--- src/rtl/stat_pkg.sv ---
package stat_pkg;
  typedef enum logic {
    CLR_BY_KEY  = 1'b0,
    CLR_BY_READ = 1'b1
  } clr_mode_e;
endpackage

--- src/rtl/stat_bus_dec.sv ---
module stat_bus_dec
  import stat_pkg::*;
#(
  parameter int unsigned ADDR_W = 8,
  parameter int unsigned DATA_W = 32,
  parameter logic [ADDR_W-1:0] REG_ADDR = '0,
  parameter logic [DATA_W-1:0] CLR_KEY = '0
) (
  input  logic              clr_mode_i,
  input  logic [ADDR_W-1:0] addr_i,
  input  logic              rd_i,
  input  logic              wr_i,
  input  logic [DATA_W-1:0] wdata_i,
  output logic              rd_hit_o,
  output logic              clr_o
);
  clr_mode_e mode;
  logic      hit;

  always_comb begin
    mode     = clr_mode_e'(clr_mode_i);
    hit      = (addr_i == REG_ADDR);
    rd_hit_o = rd_i && hit;
    unique case (mode)
      CLR_BY_READ: clr_o = rd_i && hit;
      CLR_BY_KEY:  clr_o = wr_i && hit && (wdata_i == CLR_KEY);
      default:     clr_o = 1'b0;
    endcase
  end
endmodule

--- src/rtl/stat_sat_cnt.sv ---
module stat_sat_cnt #(
  parameter int unsigned CNT_W = 16
) (
  input  logic             clk_i,
  input  logic             rst_ni,
  input  logic             evt_i,
  input  logic             clr_i,
  output logic [CNT_W-1:0] cnt_o
);
  localparam logic [CNT_W-1:0] CNT_MAX = {CNT_W{1'b1}};

  logic [CNT_W-1:0] cnt_q;
  logic             at_max;

  assign at_max = (cnt_q == CNT_MAX);
  assign cnt_o  = cnt_q;

  always_ff @(posedge clk_i or negedge rst_ni) begin
    if (!rst_ni)              cnt_q <= '0;
    else if (clr_i)           cnt_q <= '0;  // clear beats a same-cycle event
    else if (evt_i && !at_max) cnt_q <= cnt_q + 1'b1;
  end

  p_step_r1: assert property (@(posedge clk_i) disable iff (!rst_ni)
    (evt_i && !clr_i && cnt_o != CNT_MAX) |=> cnt_o == $past(cnt_o) + 1'b1);
  p_sat_hold_r2: assert property (@(posedge clk_i) disable iff (!rst_ni)
    (cnt_o == CNT_MAX && !clr_i) |=> cnt_o == CNT_MAX);
  p_clear_wins_r9: assert property (@(posedge clk_i) disable iff (!rst_ni)
    clr_i |=> cnt_o == '0);
  p_idle_hold_r5: assert property (@(posedge clk_i) disable iff (!rst_ni)
    (!evt_i && !clr_i) |=> $stable(cnt_o));
endmodule

--- src/rtl/stat_rd_port.sv ---
module stat_rd_port #(
  parameter int unsigned CNT_W  = 16,
  parameter int unsigned DATA_W = 32
) (
  input  logic              clk_i,
  input  logic              rst_ni,
  input  logic              rd_hit_i,
  input  logic [CNT_W-1:0]  cnt_i,
  output logic [DATA_W-1:0] rdata_o
);
  localparam int unsigned PAD_W = DATA_W - CNT_W;

  always_ff @(posedge clk_i or negedge rst_ni) begin
    if (!rst_ni)       rdata_o <= '0;
    else if (rd_hit_i) rdata_o <= {{PAD_W{1'b0}}, cnt_i};  // pre-clear value
    else               rdata_o <= '0;
  end

  p_rd_value_r10: assert property (@(posedge clk_i) disable iff (!rst_ni)
    rd_hit_i |=> rdata_o[CNT_W-1:0] == $past(cnt_i));
  p_rd_idle_r10: assert property (@(posedge clk_i) disable iff (!rst_ni)
    !rd_hit_i |=> rdata_o == '0);
endmodule

--- src/rtl/frame_err_stat_ctr.sv ---
module frame_err_stat_ctr #(
  parameter int unsigned ADDR_W = 8,
  parameter int unsigned DATA_W = 32,
  parameter int unsigned CNT_W  = 16,
  parameter logic [ADDR_W-1:0] REG_ADDR = 8'h30,
  parameter logic [DATA_W-1:0] CLR_KEY  = 32'h1111_1111
) (
  input  logic              clk_i,
  input  logic              rst_ni,
  input  logic              clr_mode_i,
  input  logic              evt_i,
  input  logic [ADDR_W-1:0] addr_i,
  input  logic              rd_i,
  input  logic              wr_i,
  input  logic [DATA_W-1:0] wdata_i,
  output logic [DATA_W-1:0] rdata_o
);
  logic             rd_hit;
  logic             clr;
  logic [CNT_W-1:0] cnt;

  stat_bus_dec #(
    .ADDR_W(ADDR_W), .DATA_W(DATA_W), .REG_ADDR(REG_ADDR), .CLR_KEY(CLR_KEY)
  ) u_dec (
    .clr_mode_i(clr_mode_i), .addr_i(addr_i), .rd_i(rd_i), .wr_i(wr_i),
    .wdata_i(wdata_i), .rd_hit_o(rd_hit), .clr_o(clr)
  );

  stat_sat_cnt #(.CNT_W(CNT_W)) u_cnt (
    .clk_i(clk_i), .rst_ni(rst_ni), .evt_i(evt_i), .clr_i(clr), .cnt_o(cnt)
  );

  stat_rd_port #(.CNT_W(CNT_W), .DATA_W(DATA_W)) u_rd (
    .clk_i(clk_i), .rst_ni(rst_ni), .rd_hit_i(rd_hit), .cnt_i(cnt),
    .rdata_o(rdata_o)
  );

  p_rd_clear_r3: assert property (@(posedge clk_i) disable iff (!rst_ni)
    (clr_mode_i && rd_i && addr_i == REG_ADDR) |=> cnt == '0);
  p_key_clear_r4: assert property (@(posedge clk_i) disable iff (!rst_ni)
    (!clr_mode_i && wr_i && addr_i == REG_ADDR && wdata_i == CLR_KEY) |=> cnt == '0);
  p_key_rd_keep_r6: assert property (@(posedge clk_i) disable iff (!rst_ni)
    (!clr_mode_i && !evt_i && !(wr_i && wdata_i == CLR_KEY)) |=> $stable(cnt));
  p_rsvd_zero_r7: assert property (@(posedge clk_i) disable iff (!rst_ni)
    rdata_o[DATA_W-1:CNT_W] == '0);
  p_miss_keep_r11: assert property (@(posedge clk_i) disable iff (!rst_ni)
    (addr_i != REG_ADDR && !evt_i) |=> $stable(cnt));
endmodule

--- config.mk ---
export PLATFORM = sky130hd
export DESIGN_NAME = frame_err_stat_ctr
export DESIGN_NICKNAME = d
export VERILOG_FILES = /design/src/rtl/stat_pkg.sv /design/src/rtl/stat_bus_dec.sv /design/src/rtl/stat_sat_cnt.sv /design/src/rtl/stat_rd_port.sv /design/src/rtl/frame_err_stat_ctr.sv
export SDC_FILE = /design/constraint.sdc
export NUM_CORES = 1
export LEC_CHECK = 0
export BUFFER_PORTS_ARGS = -buffer_cell sky130_fd_sc_hd__buf_4
export CORE_ASPECT_RATIO = 0.75
export CORE_MARGIN = 2
export CORE_UTILIZATION = 35
export CTS_CLUSTER_SIZE = 28
export DETAILED_ROUTE_END_ITERATION = 6
export PLACE_DENSITY = 0.66
export SKIP_LAST_GASP = 1
export SYNTH_ARGS = -nofsm -noshare
export SYNTH_HDL_FRONTEND = slang
export SYNTH_HIERARCHICAL = 1
export SYNTH_SLANG_ARGS = --single-unit
--- constraint.sdc ---
create_clock -name clk_i -period 2.1 [get_ports clk_i]
set_input_delay 0.525 -clock clk_i [delete_from_list [all_inputs] [get_ports clk_i]]
set_output_delay 0.525 -clock clk_i [all_outputs]
set_load 0.05 [all_outputs]
# After elaboration in Yosys (flattened, before gate mapping)
# Index checks and enable logic that the tools add are counted.
# Widths: inputs -> output; s select.
[word_totals]
regBits = 48
in_bits = 46
out_inout_bits = 32
elab_cells = 17
[op_classes]
addsub = 1
eq_ne = 3
muxes = 4
n_bitwise = 1
reduce_logical = 6
[op_table]
columns = ["cell", "count"]
rows = [
  ["$mux 16", 3],
  ["$eq 32x29->1 const B", 1],
  ["$add 16x1->16 const B", 1],
  ["$eq 16x16->1 const B", 1],
  ["$eq 8x6->1 const B", 1],
  ["$logic_and 1x1->1", 4],
  ["$pmux 1 s2", 1],
  ["$reduce_bool 2->1", 1],
  ["$logic_not 1->1", 1],
  ["$not 1->1", 1],
]

# Logic depth before layout (Yosys ltp)
[logic_depth]
depth_word = 5
ltp_mapped = 7
mapped_depth_nobuf = 5

# By module
# The synthesis kept the hierarchy.
[by_module_without_submodules]
columns = ["module", "instances", "cells_each", "area_each_um2", "seq_area_each_um2"]
rows = [
  ["stat_sat_cnt", 1, 103, 980.9, 400.4],
  ["stat_rd_port", 1, 50, 650.6, 400.4],
  ["stat_bus_dec", 1, 17, 157.7, 0.0],
]

# Worst setup path after synthesis
# Ideal clock, no wire load.
[synth_timing]
kind = "input to register"
startpoint = "in addr_i[7]"
endpoint = "reg u_cnt.cnt_q[2], in the netlist u_cnt/cnt_o[2]"
setup_ns = 0.128
arrival_ns = 2.118
required_ns = 1.972
slack_ns = -0.146
cell_stages = 7
path_buffers = 2
path_cell_list = "nor4_4 nand2_2 o41ai_2 clkbuf_1 clkbuf_1 nor2_1 mux2_1"
[synth_via]
elab_chain_len = 5
word_cells_on_any_way = 7
cone_classes = "eq/ne: 1; mux: 2; reduce/logical: 4"
[synth_rtl]
columns = ["item", "line_no", "rtl"]
rows = [
  ["start, declared", "frame_err_stat_ctr.sv:12", "input logic [ADDR_W-1:0] addr_i,"],
  ["$eq 8x6->1 *", "stat_bus_dec.sv:22", "hit = (addr_i == REG_ADDR);"],
  ["$logic_and 1x1->1 (2 in a row)", "stat_bus_dec.sv:26", "CLR_BY_KEY: clr_o = wr_i && hit && (wdata_i == CLR_KEY);"],
  ["$pmux 1 s2 *", "stat_bus_dec.sv:24", "unique case (mode)"],
  ["named net clr", "frame_err_stat_ctr.sv:19", "logic clr;"],
  ["$mux 16 / $reduce_bool 2->1 (equally long branches)", "--", ""],
  ["end signal, assigned", "stat_sat_cnt.sv:21", "else if (evt_i && !at_max) cnt_q <= cnt_q + 1'b1;"],
  ["end, declared", "stat_sat_cnt.sv:12", "logic [CNT_W-1:0] cnt_q;"],
]
# The timed path passes the listed nets; every way through them passes the cells marked *.
# A chain may end at the register's enable or synchronous reset.

# Final worst setup path
[layout_timing]
startpoint = "in wdata_i[1]"
endpoint = "reg u_cnt.cnt_q[7], in the netlist u_cnt/cnt_o[7]"
[layout_via]
elab_chain_len = 4
word_cells_on_any_way = 5
cone_classes = "eq/ne: 1; mux: 2; reduce/logical: 2"
[layout_rtl]
columns = ["item", "line_no", "rtl"]
rows = [
  ["start, declared", "frame_err_stat_ctr.sv:15", "input logic [DATA_W-1:0] wdata_i,"],
  ["$eq 32x29->1 *", "stat_bus_dec.sv:26", ""],
  ["$logic_and 1x1->1 *", "stat_bus_dec.sv:26", ""],
  ["$pmux 1 s2 *", "stat_bus_dec.sv:24", ""],
  ["named net clr", "frame_err_stat_ctr.sv:19", ""],
  ["$mux 16 / $reduce_bool 2->1 (equally long branches)", "--", ""],
]
# Marks and branches as above.

==> metrics list <==
- Outcome: finished clean
* Multiplexer share of the synthesized area: 6.85%
- Gates resized during post-CTS repair numbered 0.
- Largest family of logic cells by synthesized area: simple AND/OR/NAND/NOR gates
* Post-CTS clock slew at the launch and capture registers of the worst setup and hold paths: 60 ps
* Post-Synth XOR/XNOR Area: 0%
* Number of search-and-repair iterations in the first detailed-routing pass: 4
- Via count of the first global-routing pass: 1327
- Cell Rows: 22
- Maximum root-to-sink buffer count: 2
- The number of antenna diodes in the final layout is 0.
- In this run the critical register-to-register path is launched from u_cnt/cnt_o[2]$_DFFE_PN0P_.
- Simple-gate share of the synthesized area: 32.4%
- Total I/O pin count: 78
* CTS sink count: 32
* Number of enable-type register cells in the synthesized netlist: 0
- Register bit count reported by yosys: 32
- Max FO, Critical Path: 27
- In this run the standard cell core region covers 4900 sq um.
- Total DRC errors in the routed layout: 0
- Post-route fraction of the period consumed by the critical path: 92.4%
* Worst supply voltage drop on vdd: 0.316 mV
- Global-route wire length before repair: 6290 um
- The number of hold buffers added after CTS was 0.
* Max Slew Vio Count: 0
- Synth unique cells: 40
- Layout area overhead: 31.7%
- For this run, the register share of the synthesized area comes to 44.8%.
- During synthesis, Yosys emitted a total of 6 warnings.
* Detail-routed net length per standard cell: 12.9 um
- The number of clock buffers added by TritonCTS is 5.
* Max Cap Viol: 0
- P_leak: 1.18 nW
* Share of post-route cells with drive strength above 1: 40.0%
- The detail route stage leaves a number of antenna-violating nets equal to 0.
- Detailed placement finished with a half-perimeter wire length of 2820 um.
- Time the final worst path needs with I/O delays and setup: 1940 ps
- Internal reg-to-reg setup slack: approximately 250 ps
* Gate Count Post-Synth: 170
- The initial antenna violation count came to 0.
- Number of setup buffers added after CTS: 0
- The floorplan step set the die width to around 87 um.
- Synth Area in Compound Gates: 5.87%
- On the critical path, the stage with the largest delay is an instance of o41ai_4.
- Setup repair after global routing missed its margin: no
* Adder-cell share of the synthesized area: less than 1%
- Worst hold-check path type: in -> async
* DP Worst Slack: -132 ps
- Maximum number of pins on one net before global-route repair: 33
* PwrDens: slightly below 700 nW/um^2
- Clock latency on the worst-skew pair, taken at its later pin, is 280 ps.
* Starting density of the core: 36.5%
* Count of H-tree levels built during CTS: 2
- Root Buffer: clkbuf_8
* Number of setup violations in the final report: 0
- Vias: ~1.4k
- For the worst flop-to-flop path, the logic depth is 4.
* Worst setup slack after layout: between 150 and 200 ps
- At the pin with the least slew margin, the transition time is a little over 500 ps.
- The largest single stage delay on the critical path is about 370 ps.
- Height of the chip: 65.9 um
* F_max: 0.516 GHz
* Floorplan die area: 5710 sq um
* FFs w/ async S/R, synth: 100%
* Aggregate routed wire length: 3790 um
* Count of nets after finishing: approximately 280
* Final Instance Area: about 2400 sq um
- Buffers on Ports: 61
* Worst slew slack as a fraction of its limit: 65.6%
- On the final layout, the worst hold slack is 171 ps.
- Data arrival at the endpoint of the critical path: 2100 ps
* CTS tree: done
* Global placer's final weighted congestion: 0.812
* Avg Inst Size Synth: 10.5 sq um
- Critical path class: in -> reg
* Critical path capture point type: register
- Count of final hold-check violations: 0
- For the worst setup path, the data required time is 2260 ps.
* Initial DRC count: 53
- Reg-to-reg endpoint: u_cnt/cnt_o[13]$_DFFE_PN0P_
- Setup clock skew after layout: approximately 2.2 ps
- Via count normalized by instance count: 4.81
- Top FF cell, synth: dfrtp_1
- Cell area after placement: 2270 sq um
- CP Launch Type: input port
- For this run the aggregate overflow at the end of global routing stands at 0.
* Worst-path cell chain: buf_4 -> nor4bb_1 -> nand4_1 -> o41ai_4 -> buf_12 -> nor2_1 -> mux2_1
- The cell area that synthesis handed to floorplanning was 1790 sq um.
- Overall track demand over capacity in global routing: between 10% and 20%
[cells in the mapped netlist (3+ instances only)]
library cell	instances	area, sq um
nand3_1	4	20.0
nor2_1	12	45.0
dfrtp_1	32	801
nor4_1	4	25.0
a21oi_1	6	30.0
mux2_2	4	45.0
nor4b_1	7	61.3
nand4_1	5	31.3
mux2_1	6	67.6
nor3_1	4	20.0
nor2b_1	10	62.6
nand2_1	5	18.8
and2_2	12	90.1
buf_4	16	120
clkbuf_1	4	15.0
and2_1	4	25.0
and3_1	3	18.8
[cells by family after synthesis]
group	count (synthesis)
DFF	32
muxes	11
buffers and inverters	24
and+or+nand+nor	86
adders and majority gates	1
AOI/OAI and AO/OA	15
other	1
[flip-flops by register name, summed over array words and instances (netlist names)]
signal        count
u_cnt/cnt_o      16
u_rd/rdata_o     16
[layer usage]
layer	share of wire [%]	GRT usage (%)	routed length, um
met5	0	0	0
met4	1.7	6.45	66
met3	4.0	4.12	150
met2	43	20.3	1640
met1	51	20.8	1940
[where the power goes]
part | switching [mW] | total, mW | internal, mW
sequential | 0.0892 | 0.773 | 0.684
combinational | 0.213 | 0.382 | 0.170
clock | 0.214 | 0.481 | 0.267
[area by class of cell]
class                      instances  area, sq um
fill                             466         2540
multi-input combinational        129          891
sequential                        32          801
timing repair buffer              64          493
clock buffer                       8         90.1
tap                               60         75.1
inverter                           2         7.51
[per-stage QoR]
| stage | setup TNS [ps] | util, % | total power, mW | cells |
|---|---|---|---|---|
| CTS | 0 | 48.1 | 1.66 | 295 |
| finish | 0 | 48.1 | 1.64 | 295 |
| detailed placement | -1100 | 46.3 | 1.17 | 287 |
| global placement | -1230 | 46.3 | 1.15 | 287 |
| global route | 0 | 48.1 | 1.75 | 295 |
| floorplan | 0 | - | 1.04 | 185 |
[how the worst max path moves through the flow]
stage	start	cells past startpoint	slack, ps	endpoint
floorplan	addr_i[7]	7	20	u_cnt/cnt_o[2]$_DFFE_PN0P_
global placement	wdata_i[25]	7	-140	u_cnt/cnt_o[2]$_DFFE_PN0P_
detailed placement	wdata_i[25]	7	-130	u_cnt/cnt_o[6]$_DFFE_PN0P_
CTS	wdata_i[25]	7	170	u_cnt/cnt_o[6]$_DFFE_PN0P_
global route	wdata_i[25]	7	50	u_cnt/cnt_o[3]$_DFFE_PN0P_
finish	wdata_i[1]	7	160	u_cnt/cnt_o[7]$_DFFE_PN0P_
[worst max-delay path: cells and delay by family]
kind / cells / cell delay, ps
buf+inv: 2 / 320
compound gates: 1 / 370
mux: 1 / 300
simple gates: 3 / 580
[placed cells by master (no fill, tap or decap), types with 2 or more instances in the layout]
master / netlist / routed
nand3_1: 4 / 4
or4_1: 2 / 2
inv_1: 2 / 2
nand2b_1: 2 / 2
mux2_1: 6 / 6
nor2_1: 12 / 12
and3_1: 3 / 3
nor2b_1: 10 / 10
o31ai_1: 2 / 2
dfrtp_1: 32 / 32
and2_2: 12 / 12
clkbuf_1: 4 / 2
buf_4: 16 / 63
mux2_2: 4 / 4
a211oi_1: 2 / 2
nor3_1: 4 / 4
a21oi_1: 6 / 6
and2_1: 4 / 4
nor4_1: 4 / 4
conb_1: 1 / 16
a31oi_1: 2 / 2
nor4bb_1: 2 / 2
nor4b_1: 7 / 7
nand4_1: 5 / 5
nand2_1: 5 / 5
nor4_4: 2 / 2
clkbuf_8: 0 / 6
(Power assumes the default switching activity.)
